## src/rtl/irq_mbox_pkg.sv

```systemverilog
package irq_mbox_pkg;
  // register word offsets
  localparam int unsigned OFS_STATUS = 0;
  localparam int unsigned OFS_MASK   = 1;
  localparam int unsigned OFS_FSET   = 2;
  localparam int unsigned OFS_FCLR   = 3;
  localparam int unsigned OFS_CTRL   = 4;
  localparam int unsigned OFS_CMD    = 5;
  localparam int unsigned NUM_REGS   = 6;

  // one-hot write decode indices
  typedef enum logic [2:0] {
    HIT_STATUS = 3'd0,
    HIT_MASK   = 3'd1,
    HIT_FSET   = 3'd2,
    HIT_FCLR   = 3'd3,
    HIT_CTRL   = 3'd4,
    HIT_CMD    = 3'd5
  } hit_idx_e;
endpackage

```

## src/rtl/irq_status_mask.sv

```systemverilog
module irq_status_mask #(
  parameter int IRQ_W = 16
) (
  input  logic             clk,
  input  logic             rst_n,
  input  logic             stat_wr,
  input  logic             mask_wr,
  input  logic [IRQ_W-1:0] wlow,
  input  logic [IRQ_W-1:0] src,
  output logic [IRQ_W-1:0] status_q,
  output logic [IRQ_W-1:0] mask_q,
  output logic             irq
);
  // clear first, then set: a source pulse beats a clearing write
  function automatic logic [IRQ_W-1:0] status_next(
    input logic [IRQ_W-1:0] cur, input logic [IRQ_W-1:0] clr, input logic [IRQ_W-1:0] set);
    return (cur & ~clr) | set;
  endfunction

  function automatic logic [IRQ_W-1:0] mask_next(
    input logic [IRQ_W-1:0] cur, input logic [IRQ_W-1:0] flip);
    return cur ^ flip;
  endfunction

  logic [IRQ_W-1:0] clr_vec;
  logic [IRQ_W-1:0] pending;

  assign clr_vec = stat_wr ? wlow : '0;

  always_ff @(posedge clk) begin
    if (!rst_n) begin
      status_q <= '0;
      mask_q   <= '0;
    end else begin
      status_q <= status_next(status_q, clr_vec, src);
      if (mask_wr) mask_q <= mask_next(mask_q, wlow);
    end
  end

  assign pending = status_q & mask_q;
  assign irq     = |pending;

  a_r2_w1c_clears: assert property (@(posedge clk) disable iff (!rst_n)
    (stat_wr && src == '0) |=> ((status_q & $past(wlow)) == '0));
  a_r2_zero_keeps: assert property (@(posedge clk) disable iff (!rst_n)
    (stat_wr && src == '0) |=> ((status_q & ~$past(wlow)) == ($past(status_q) & ~$past(wlow))));
  a_r3_src_wins: assert property (@(posedge clk) disable iff (!rst_n)
    (src != '0) |=> ((status_q & $past(src)) == $past(src)));
  a_r4_mask_toggle: assert property (@(posedge clk) disable iff (!rst_n)
    mask_wr |=> (mask_q == ($past(mask_q) ^ $past(wlow))));
  a_r5_no_status_no_irq: assert property (@(posedge clk) disable iff (!rst_n)
    (status_q == '0) |-> !irq);
endmodule

```

## src/rtl/mbox_flags.sv

```systemverilog
module mbox_flags #(
  parameter int DATA_W = 32
) (
  input  logic              clk,
  input  logic              rst_n,
  input  logic              set_wr,
  input  logic              clr_wr,
  input  logic [DATA_W-1:0] wdata,
  output logic [DATA_W-1:0] flags_q
);
  function automatic logic [DATA_W-1:0] flags_next(
    input logic [DATA_W-1:0] cur, input logic do_set, input logic do_clr,
    input logic [DATA_W-1:0] v);
    logic [DATA_W-1:0] r;
    r = cur;
    if (do_set) r = r | v;
    if (do_clr) r = r & ~v;
    return r;
  endfunction

  always_ff @(posedge clk) begin
    if (!rst_n) flags_q <= '0;
    else        flags_q <= flags_next(flags_q, set_wr, clr_wr, wdata);
  end

  a_r6_set_ors: assert property (@(posedge clk) disable iff (!rst_n)
    set_wr |=> ((flags_q & $past(wdata)) == $past(wdata)));
  a_r7_clr_ands: assert property (@(posedge clk) disable iff (!rst_n)
    clr_wr |=> ((flags_q & $past(wdata)) == '0));
  a_r7_others_kept: assert property (@(posedge clk) disable iff (!rst_n)
    (clr_wr || set_wr) |=> ((flags_q & ~$past(wdata)) == ($past(flags_q) & ~$past(wdata))));
endmodule

```

## src/rtl/remote_ctrl.sv

```systemverilog
module remote_ctrl #(
  parameter int DATA_W   = 32,
  parameter int KEEP_BIT = 8,
  parameter int IRQ_BIT  = 18,
  parameter int RST_BIT  = 19,
  parameter int BUSY_BIT = 31
) (
  input  logic              clk,
  input  logic              rst_n,
  input  logic              ctrl_wr,
  input  logic              cmd_wr,
  input  logic [DATA_W-1:0] wdata,
  output logic              keep_q,
  output logic              irq_pulse,
  output logic              rst_pulse,
  output logic [DATA_W-1:0] cmd_q
);
  localparam logic [DATA_W-1:0] BUSY_MASK = DATA_W'(1) << BUSY_BIT;

  function automatic logic [DATA_W-1:0] cmd_clean(input logic [DATA_W-1:0] v);
    return v & ~BUSY_MASK;
  endfunction

  logic fire_irq, fire_rst;
  assign fire_irq = ctrl_wr && wdata[IRQ_BIT];
  assign fire_rst = ctrl_wr && wdata[RST_BIT];

  always_ff @(posedge clk) begin
    if (!rst_n) begin
      keep_q    <= 1'b0;
      irq_pulse <= 1'b0;
      rst_pulse <= 1'b0;
      cmd_q     <= '0;
    end else begin
      irq_pulse <= fire_irq;
      rst_pulse <= fire_rst;
      if (ctrl_wr) keep_q <= wdata[KEEP_BIT];
      if (cmd_wr)  cmd_q  <= cmd_clean(wdata);
    end
  end

  a_r8_irq_pulse_cause: assert property (@(posedge clk) disable iff (!rst_n)
    irq_pulse |-> $past(ctrl_wr && wdata[IRQ_BIT]));
  a_r9_rst_pulse_cause: assert property (@(posedge clk) disable iff (!rst_n)
    rst_pulse |-> $past(ctrl_wr && wdata[RST_BIT]));
  a_r10_keep_follows: assert property (@(posedge clk) disable iff (!rst_n)
    ctrl_wr |=> (keep_q == $past(wdata[KEEP_BIT])));
  a_r11_cmd_stored: assert property (@(posedge clk) disable iff (!rst_n)
    cmd_wr |=> (cmd_q[BUSY_BIT-1:0] == $past(wdata[BUSY_BIT-1:0]) && !cmd_q[BUSY_BIT]));
endmodule

```

## src/rtl/irq_mbox_regs.sv

```systemverilog
module irq_mbox_regs
  import irq_mbox_pkg::*;
#(
  parameter int ADDR_W = 4,
  parameter int DATA_W = 32,
  parameter int IRQ_W  = 16
) (
  input  logic              clk,
  input  logic              rst_n,
  input  logic              wr_en,
  input  logic [ADDR_W-1:0] wr_addr,
  input  logic [DATA_W-1:0] wr_data,
  input  logic [ADDR_W-1:0] rd_addr,
  output logic [DATA_W-1:0] rd_data,
  input  logic [IRQ_W-1:0]  hw_src,
  output logic              cpu_irq,
  output logic              remote_irq_pulse,
  output logic              remote_rst_pulse
);
  localparam int KEEP_BIT = 8;

  logic [NUM_REGS-1:0] wr_hit;
  logic [IRQ_W-1:0]    status_q, mask_q;
  logic [DATA_W-1:0]   flags_q, cmd_q;
  logic                keep_q;

  // one strobe per mapped offset
  for (genvar g = 0; g < NUM_REGS; g++) begin : g_dec
    assign wr_hit[g] = wr_en && (wr_addr == ADDR_W'(g));
  end

  irq_status_mask #(.IRQ_W(IRQ_W)) u_sm (
    .clk(clk), .rst_n(rst_n),
    .stat_wr(wr_hit[HIT_STATUS]), .mask_wr(wr_hit[HIT_MASK]),
    .wlow(wr_data[IRQ_W-1:0]), .src(hw_src),
    .status_q(status_q), .mask_q(mask_q), .irq(cpu_irq)
  );

  mbox_flags #(.DATA_W(DATA_W)) u_flags (
    .clk(clk), .rst_n(rst_n),
    .set_wr(wr_hit[HIT_FSET]), .clr_wr(wr_hit[HIT_FCLR]),
    .wdata(wr_data), .flags_q(flags_q)
  );

  remote_ctrl #(.DATA_W(DATA_W), .KEEP_BIT(KEEP_BIT)) u_rc (
    .clk(clk), .rst_n(rst_n),
    .ctrl_wr(wr_hit[HIT_CTRL]), .cmd_wr(wr_hit[HIT_CMD]),
    .wdata(wr_data), .keep_q(keep_q),
    .irq_pulse(remote_irq_pulse), .rst_pulse(remote_rst_pulse), .cmd_q(cmd_q)
  );

  always_comb begin
    rd_data = '0;
    case (rd_addr)
      ADDR_W'(OFS_STATUS): rd_data = DATA_W'(status_q);
      ADDR_W'(OFS_MASK):   rd_data = DATA_W'(mask_q);
      ADDR_W'(OFS_FSET),
      ADDR_W'(OFS_FCLR):   rd_data = flags_q;
      ADDR_W'(OFS_CTRL):   rd_data[KEEP_BIT] = keep_q;
      ADDR_W'(OFS_CMD):    rd_data = cmd_q;
      default:             rd_data = '0;
    endcase
  end

  a_r12_decode_onehot: assert property (@(posedge clk) disable iff (!rst_n)
    $onehot0(wr_hit));
  a_r12_unmapped_ignored: assert property (@(posedge clk) disable iff (!rst_n)
    (wr_en && wr_hit == '0) |=> ($stable(flags_q) && $stable(cmd_q) && $stable(mask_q) && $stable(keep_q)));
  a_r1_pulses_quiet: assert property (@(posedge clk) disable iff (!rst_n)
    !$past(wr_en) |-> (!remote_irq_pulse && !remote_rst_pulse));
endmodule

```

## config.mk

```make
export PLATFORM = sky130hd
export DESIGN_NAME = irq_mbox_regs
export DESIGN_NICKNAME = d
export VERILOG_FILES = /design/src/rtl/irq_mbox_pkg.sv /design/src/rtl/irq_status_mask.sv /design/src/rtl/mbox_flags.sv /design/src/rtl/remote_ctrl.sv /design/src/rtl/irq_mbox_regs.sv
export SDC_FILE = /design/constraint.sdc
export NUM_CORES = 1
export LEC_CHECK = 0
export BUFFER_PORTS_ARGS = -buffer_cell sky130_fd_sc_hd__buf_2
export CORE_MARGIN = 2
export CORE_UTILIZATION = 32
export DETAILED_ROUTE_END_ITERATION = 7
export PLACE_DENSITY = 0.56
export SYNTH_ARGS = -nofsm -noshare
export SYNTH_HDL_FRONTEND = slang
export SYNTH_SLANG_ARGS = --single-unit
```

## constraint.sdc

```tcl
create_clock -name clk -period 2.1 [get_ports clk]
set_clock_uncertainty 0.2 [all_clocks]
set_input_delay 0.525 -clock clk [delete_from_list [all_inputs] [get_ports clk]]
set_output_delay 0.525 -clock clk [all_outputs]
set_load 0.005 [all_outputs]
```

Word level (Yosys, flattened, before mapping)
Index checks and enable logic that the tools add are counted.

Logic and storage cells: 44. Input port bits: 59. Flip-flop bits (word level): 98.

Eq/ne operators: 10. Multiplexer cells: 7. Reduce and logical (&&, ||, !) cells: 12. Bitwise gates (word level): 8.

Operators with widths (count): $mux 32 (3); $pmux 23 s4 (1); $and 16x16->16 (2); $and 32x32->32 (1); $not 32->32 (1); $or 32x32->32 (1); $pmux 8 s4 (1); $eq 4x2->1 const B (4); $eq 4x3->1 const B (4); $mux 16 (1); $not 16->16 (1); $or 16x16->16 (1); $reduce_or 16->1 (1); $xor 16x16->16 (1); $eq 4x1->1 const B (2); $logic_and 1x1->1 (8); $logic_not 4->1 (2); $pmux 1 s5 (1); $reduce_or 2->1 (1).

Logic depth before layout (Yosys ltp)
Depth in word-level cells: 6. Depth in mapped cells: 6.

Cells and area by module
A second synthesis with hierarchy kept.

Cells, all modules: 455. Area total of the unflattened synthesis: 4583.1 um2.

Modules (own cells, without submodules): irq_status_mask (cells each 144, area each 1337.5 um2, instances 1, sequential area each 640.6 um2); remote_ctrl (cells each 109, area each 1307.5 um2, instances 1, sequential area each 680.7 um2); mbox_flags (cells each 106, area each 1271.2 um2, instances 1, sequential area each 640.6 um2); irq_mbox_regs (cells each 96, area each 666.9 um2, instances 1, sequential area each 0.0 um2).

Least setup slack after synthesis
Ideal clock, no wire load.

Kind: input to output. Start point: in rd_addr[3]. End point: out rd_data[14]. Arrival: 1413 ps. Cell stages on the path: 4. Path buffers: 1. Path slack: -38 ps. Cells stage by stage: nor4b_2 -> buf_2 -> a22oi_1 -> nand2_1.

Longest elaborated chain between the ends: 3. Elaborated cells between the ends (all ways): 7.

RTL lines: start, declared (line irq_mbox_regs.sv:13) `input logic [ADDR_W-1:0] rd_addr,`; $eq 4x2->1 (line irq_mbox_regs.sv:54) `case (rd_addr)`; $reduce_or 2->1 (line irq_mbox_regs.sv:54); $pmux 23 s4 (*) (line irq_mbox_regs.sv:54); end, declared (line irq_mbox_regs.sv:14) `output logic [DATA_W-1:0] rd_data,`.

Mark *: on every way between the ends. The rest lies on a longest branch, timed or not.

Final worst setup path
Start point: in rd_addr[2]. End point: out rd_data[6].

Longest elaborated chain between the ends: 3. Elaborated cells between the ends (all ways): 7.

RTL lines (line): $eq 4x2->1 (irq_mbox_regs.sv:54); $reduce_or 2->1 (irq_mbox_regs.sv:54); $pmux 8 s4 (*) (irq_mbox_regs.sv:54).

Marks and branches as above.

==> impl_metrics.tcl <==
set metrics [dict create \
    vias 4455 \
    finalHoldViolCount 0 \
    diodes 0 \
    outcome "finished with violations" \
    syn_to_final_growth_pct 32.3 \
    drv_cap 0 \
    period_share 1.08 \
    syn_inst 508 \
    regArea_um2 1970 \
    crit_path_max_incr_delay_ps 380 \
    post_route_cells_drive_above_1_share 0.296 \
    swShare 0.244 \
    dp_worst_setup_slack_ps -249 \
    layout.nets 659 \
    layout_commonest_cell "dfxtp_1" \
    overflow 0 \
    slew_violations 0 \
    avgSynthCellArea_um2 8.75 \
    path_max_fanout 15 \
    max_clock_freq_mhz 443 \
    post-route-drc-count 0 \
    peakVddDrop_uv 289 \
    drtAntennaViolNets 0 \
    ys_ff_latch 98 \
    grt_pass1_wl_um 23100 \
    die_h_um 122 \
    tritoncts "done" \
    cp_cell_sequence "buf_12, nor4b_4, buf_12, a22oi_1, nand2_1, buf_2" \
    p_per_area_nw_per_um2 694 \
    crit_slowest_cell "nor4b_4" \
    timing.setup.tns_ps -3930 \
    leakage_uw 0.00236 \
    final_cells 785 \
    clockBufferDepth 2 \
    grt_max_degree 65 \
    rsz0062_at_grt "yes" \
    vias_per_cell 5.68 \
    die_x_um 122 \
    synth_seq_area_share 0.441 \
    wl_per_cell_um 18.7 \
    crit_type "input port to primary output" \
    grt.total_usage 0.199 \
    root_buffer "clkbuf_16" \
    hp-class "input port to flip-flop" \
    worst_slack_ps -158 \
    place_inst 760 \
    design.core.area_um2 13700 \
    comb_power_share 0.110 \
    synth_cell_type_count 33 \
    start_util 0.324 \
    grt_pass1_vias 4422 \
    power.share.clock 0.412 \
    worst_slew_pin_slew_ps 345 \
    end_kind "primary output" \
    wl_um 14700 \
    place_congestion 0.857 \
    dp_hpwl_um 9470 \
    switchingPower_uw 996 \
    violations "negative setup slack" \
    numClockSinks 98 \
    num_rows 43 \
    final_cell_mix "90 x dfxtp_1, 88 x buf_2, 64 x a21oi_1" \
    yosys_warnings 0 \
    synth_nets 567 \
    syn_area_um2 4450 \
    critPathLaunchType "input port" \
    insertion_delay_ps 340 \
    dieArea_um2 14900 \
    fillers 1373 \
    multi_input_comb_area_um2 2330 \
    clk_pin_slew_ps 70 \
    grt_antenna_before_repair 0 \
    cp_data_required_time_ps 1370 \
    htree_num_levels 3 \
    cp.arrival_ps 1530 \
    slew_headroom 0.769 \
    crit_top_cell "buf_12" \
    setup_violations 33 \
    io_pins 94 \
    internal_power_uw 3090 \
    drt_iter0_drc 427 \
    io_buffers 93 \
    drt_pass1_iterations 5 \
    cts_buffers 9 \
    seq_power_share 0.478 \
    min_period_ps 2260 \
]
-- area by class of cell --
| type | count | share of cell area |
|---|---|---|
| clock buffers | 14 | 0.0449 |
| clock inverters | 2 | 0.00595 |
| inverters | 17 | 0.0108 |
| multi-input cells | 344 | 0.396 |
| flip-flops and latches | 98 | 0.335 |
| well taps | 180 | 0.0383 |
| repair buffers | 130 | 0.169 |
-- worst paths after layout --
path	startpoint	to	slack, ps	cells past startpoint
hold / removal	hw_src[14]	u_sm.status_q[14]	190	2
setup reg to reg	u_sm.mask_q[14]	u_sm.mask_q[14]	1070	3
hold reg to reg	u_rc.cmd_q[22]	u_rc.cmd_q[22]	280	2
setup / recovery	rd_addr[2]	rd_data[6]	-160	6
-- critical path: cells and delay by family --
kind                   cells  cell delay, ps
AOI/OAI and AO/OA          1              80
buffers and inverters      3             440
and+or+nand+nor            2             470
-- cell families (layout without fill, tap and decap cells) --
family / count (synthesis) / count (layout) / share of synthesized area
muxes: 16 / 16 / 0.0360
and+or+nand+nor: 112 / 112 / 0.138
buffers and inverters: 66 / 163 / 0.0627
AOI/OAI and AO/OA: 216 / 216 / 0.322
DFF: 98 / 98 / 0.441
-- synthesized netlist by cell type --
| library cell | number | area [um2] |
|---|---|---|
| a22o_1 | 19 | 166 |
| nor4_2 | 1 | 12.5 |
| nor3b_2 | 2 | 25.0 |
| dfxtp_1 | 98 | 1960 |
| o21ai_0 | 32 | 160 |
| nor2b_1 | 1 | 6.26 |
| a221oi_1 | 4 | 35.0 |
| nand4_1 | 1 | 6.26 |
| a222oi_1 | 1 | 10.0 |
| inv_2 | 1 | 3.75 |
| nand2b_1 | 16 | 100 |
| a21bo_2 | 1 | 10.0 |
| or3b_2 | 1 | 8.76 |
| a311oi_1 | 32 | 280 |
| a21oi_1 | 64 | 320 |
| a22oi_1 | 30 | 225 |
| and2_1 | 2 | 12.5 |
| inv_1 | 16 | 60.1 |
| nand2_1 | 32 | 120 |
| o21a_1 | 16 | 120 |
| mux2i_1 | 16 | 160 |
| a31oi_1 | 17 | 106 |
| nor4b_2 | 1 | 15.0 |
| buf_4 | 5 | 37.5 |
| clkbuf_1 | 31 | 116 |
| buf_1 | 3 | 11.3 |
| and4bb_2 | 2 | 25.0 |
| buf_2 | 10 | 50.1 |
| nor3_2 | 1 | 10.0 |
| nor2_1 | 1 | 3.75 |
| and4_1 | 2 | 17.5 |
| and3b_1 | 1 | 8.76 |
| nand3_1 | 48 | 240 |
-- metal layers --
layer | track usage | up-vias | part of all wire
met5 | 0 | - | 0
met4 | 0.0783 | 0 | 0.026
met3 | 0.0234 | 29 | 0.049
met2 | 0.335 | 168 | 0.49
met1 | 0.259 | 2154 | 0.44
li1 | - | 2104 | -
-- per-stage QoR --
step / hold WS, ps / util / area (um2) / power, uW
CTS: 185 / 0.423 / 5800 / 4100
global route: 196 / 0.429 / 5880 / 4220
finish: 190 / 0.429 / 5880 / 4080
detailed placement: 269 / 0.386 / 5300 / 2400
floorplan: 254 / - / 4460 / 2170
global placement: 259 / 0.386 / 5300 / 2390
-- power groups by stage --
stage / registers, uW / clock network (uW) / logic [uW]
4_1_cts: 1950 / 1710 / 441
3_3_place_gp: 1990 / 0 / 403
5_1_grt: 1960 / 1780 / 489
3_5_place_dp: 1990 / 0 / 411
2_1_floorplan: 1970 / 0 / 201
6_report: 1950 / 1680 / 450
-- repair_timing --
action                                  in CTS  in global routing
resized for setup                           39                 12
buffers inserted                             5                  1
hold buffers                                 0                  0
cloned                                       2                  1
endpoints found under the setup margin      33                 33
pin swaps                                   19                 14
Power figures use the tool's default switching activity.
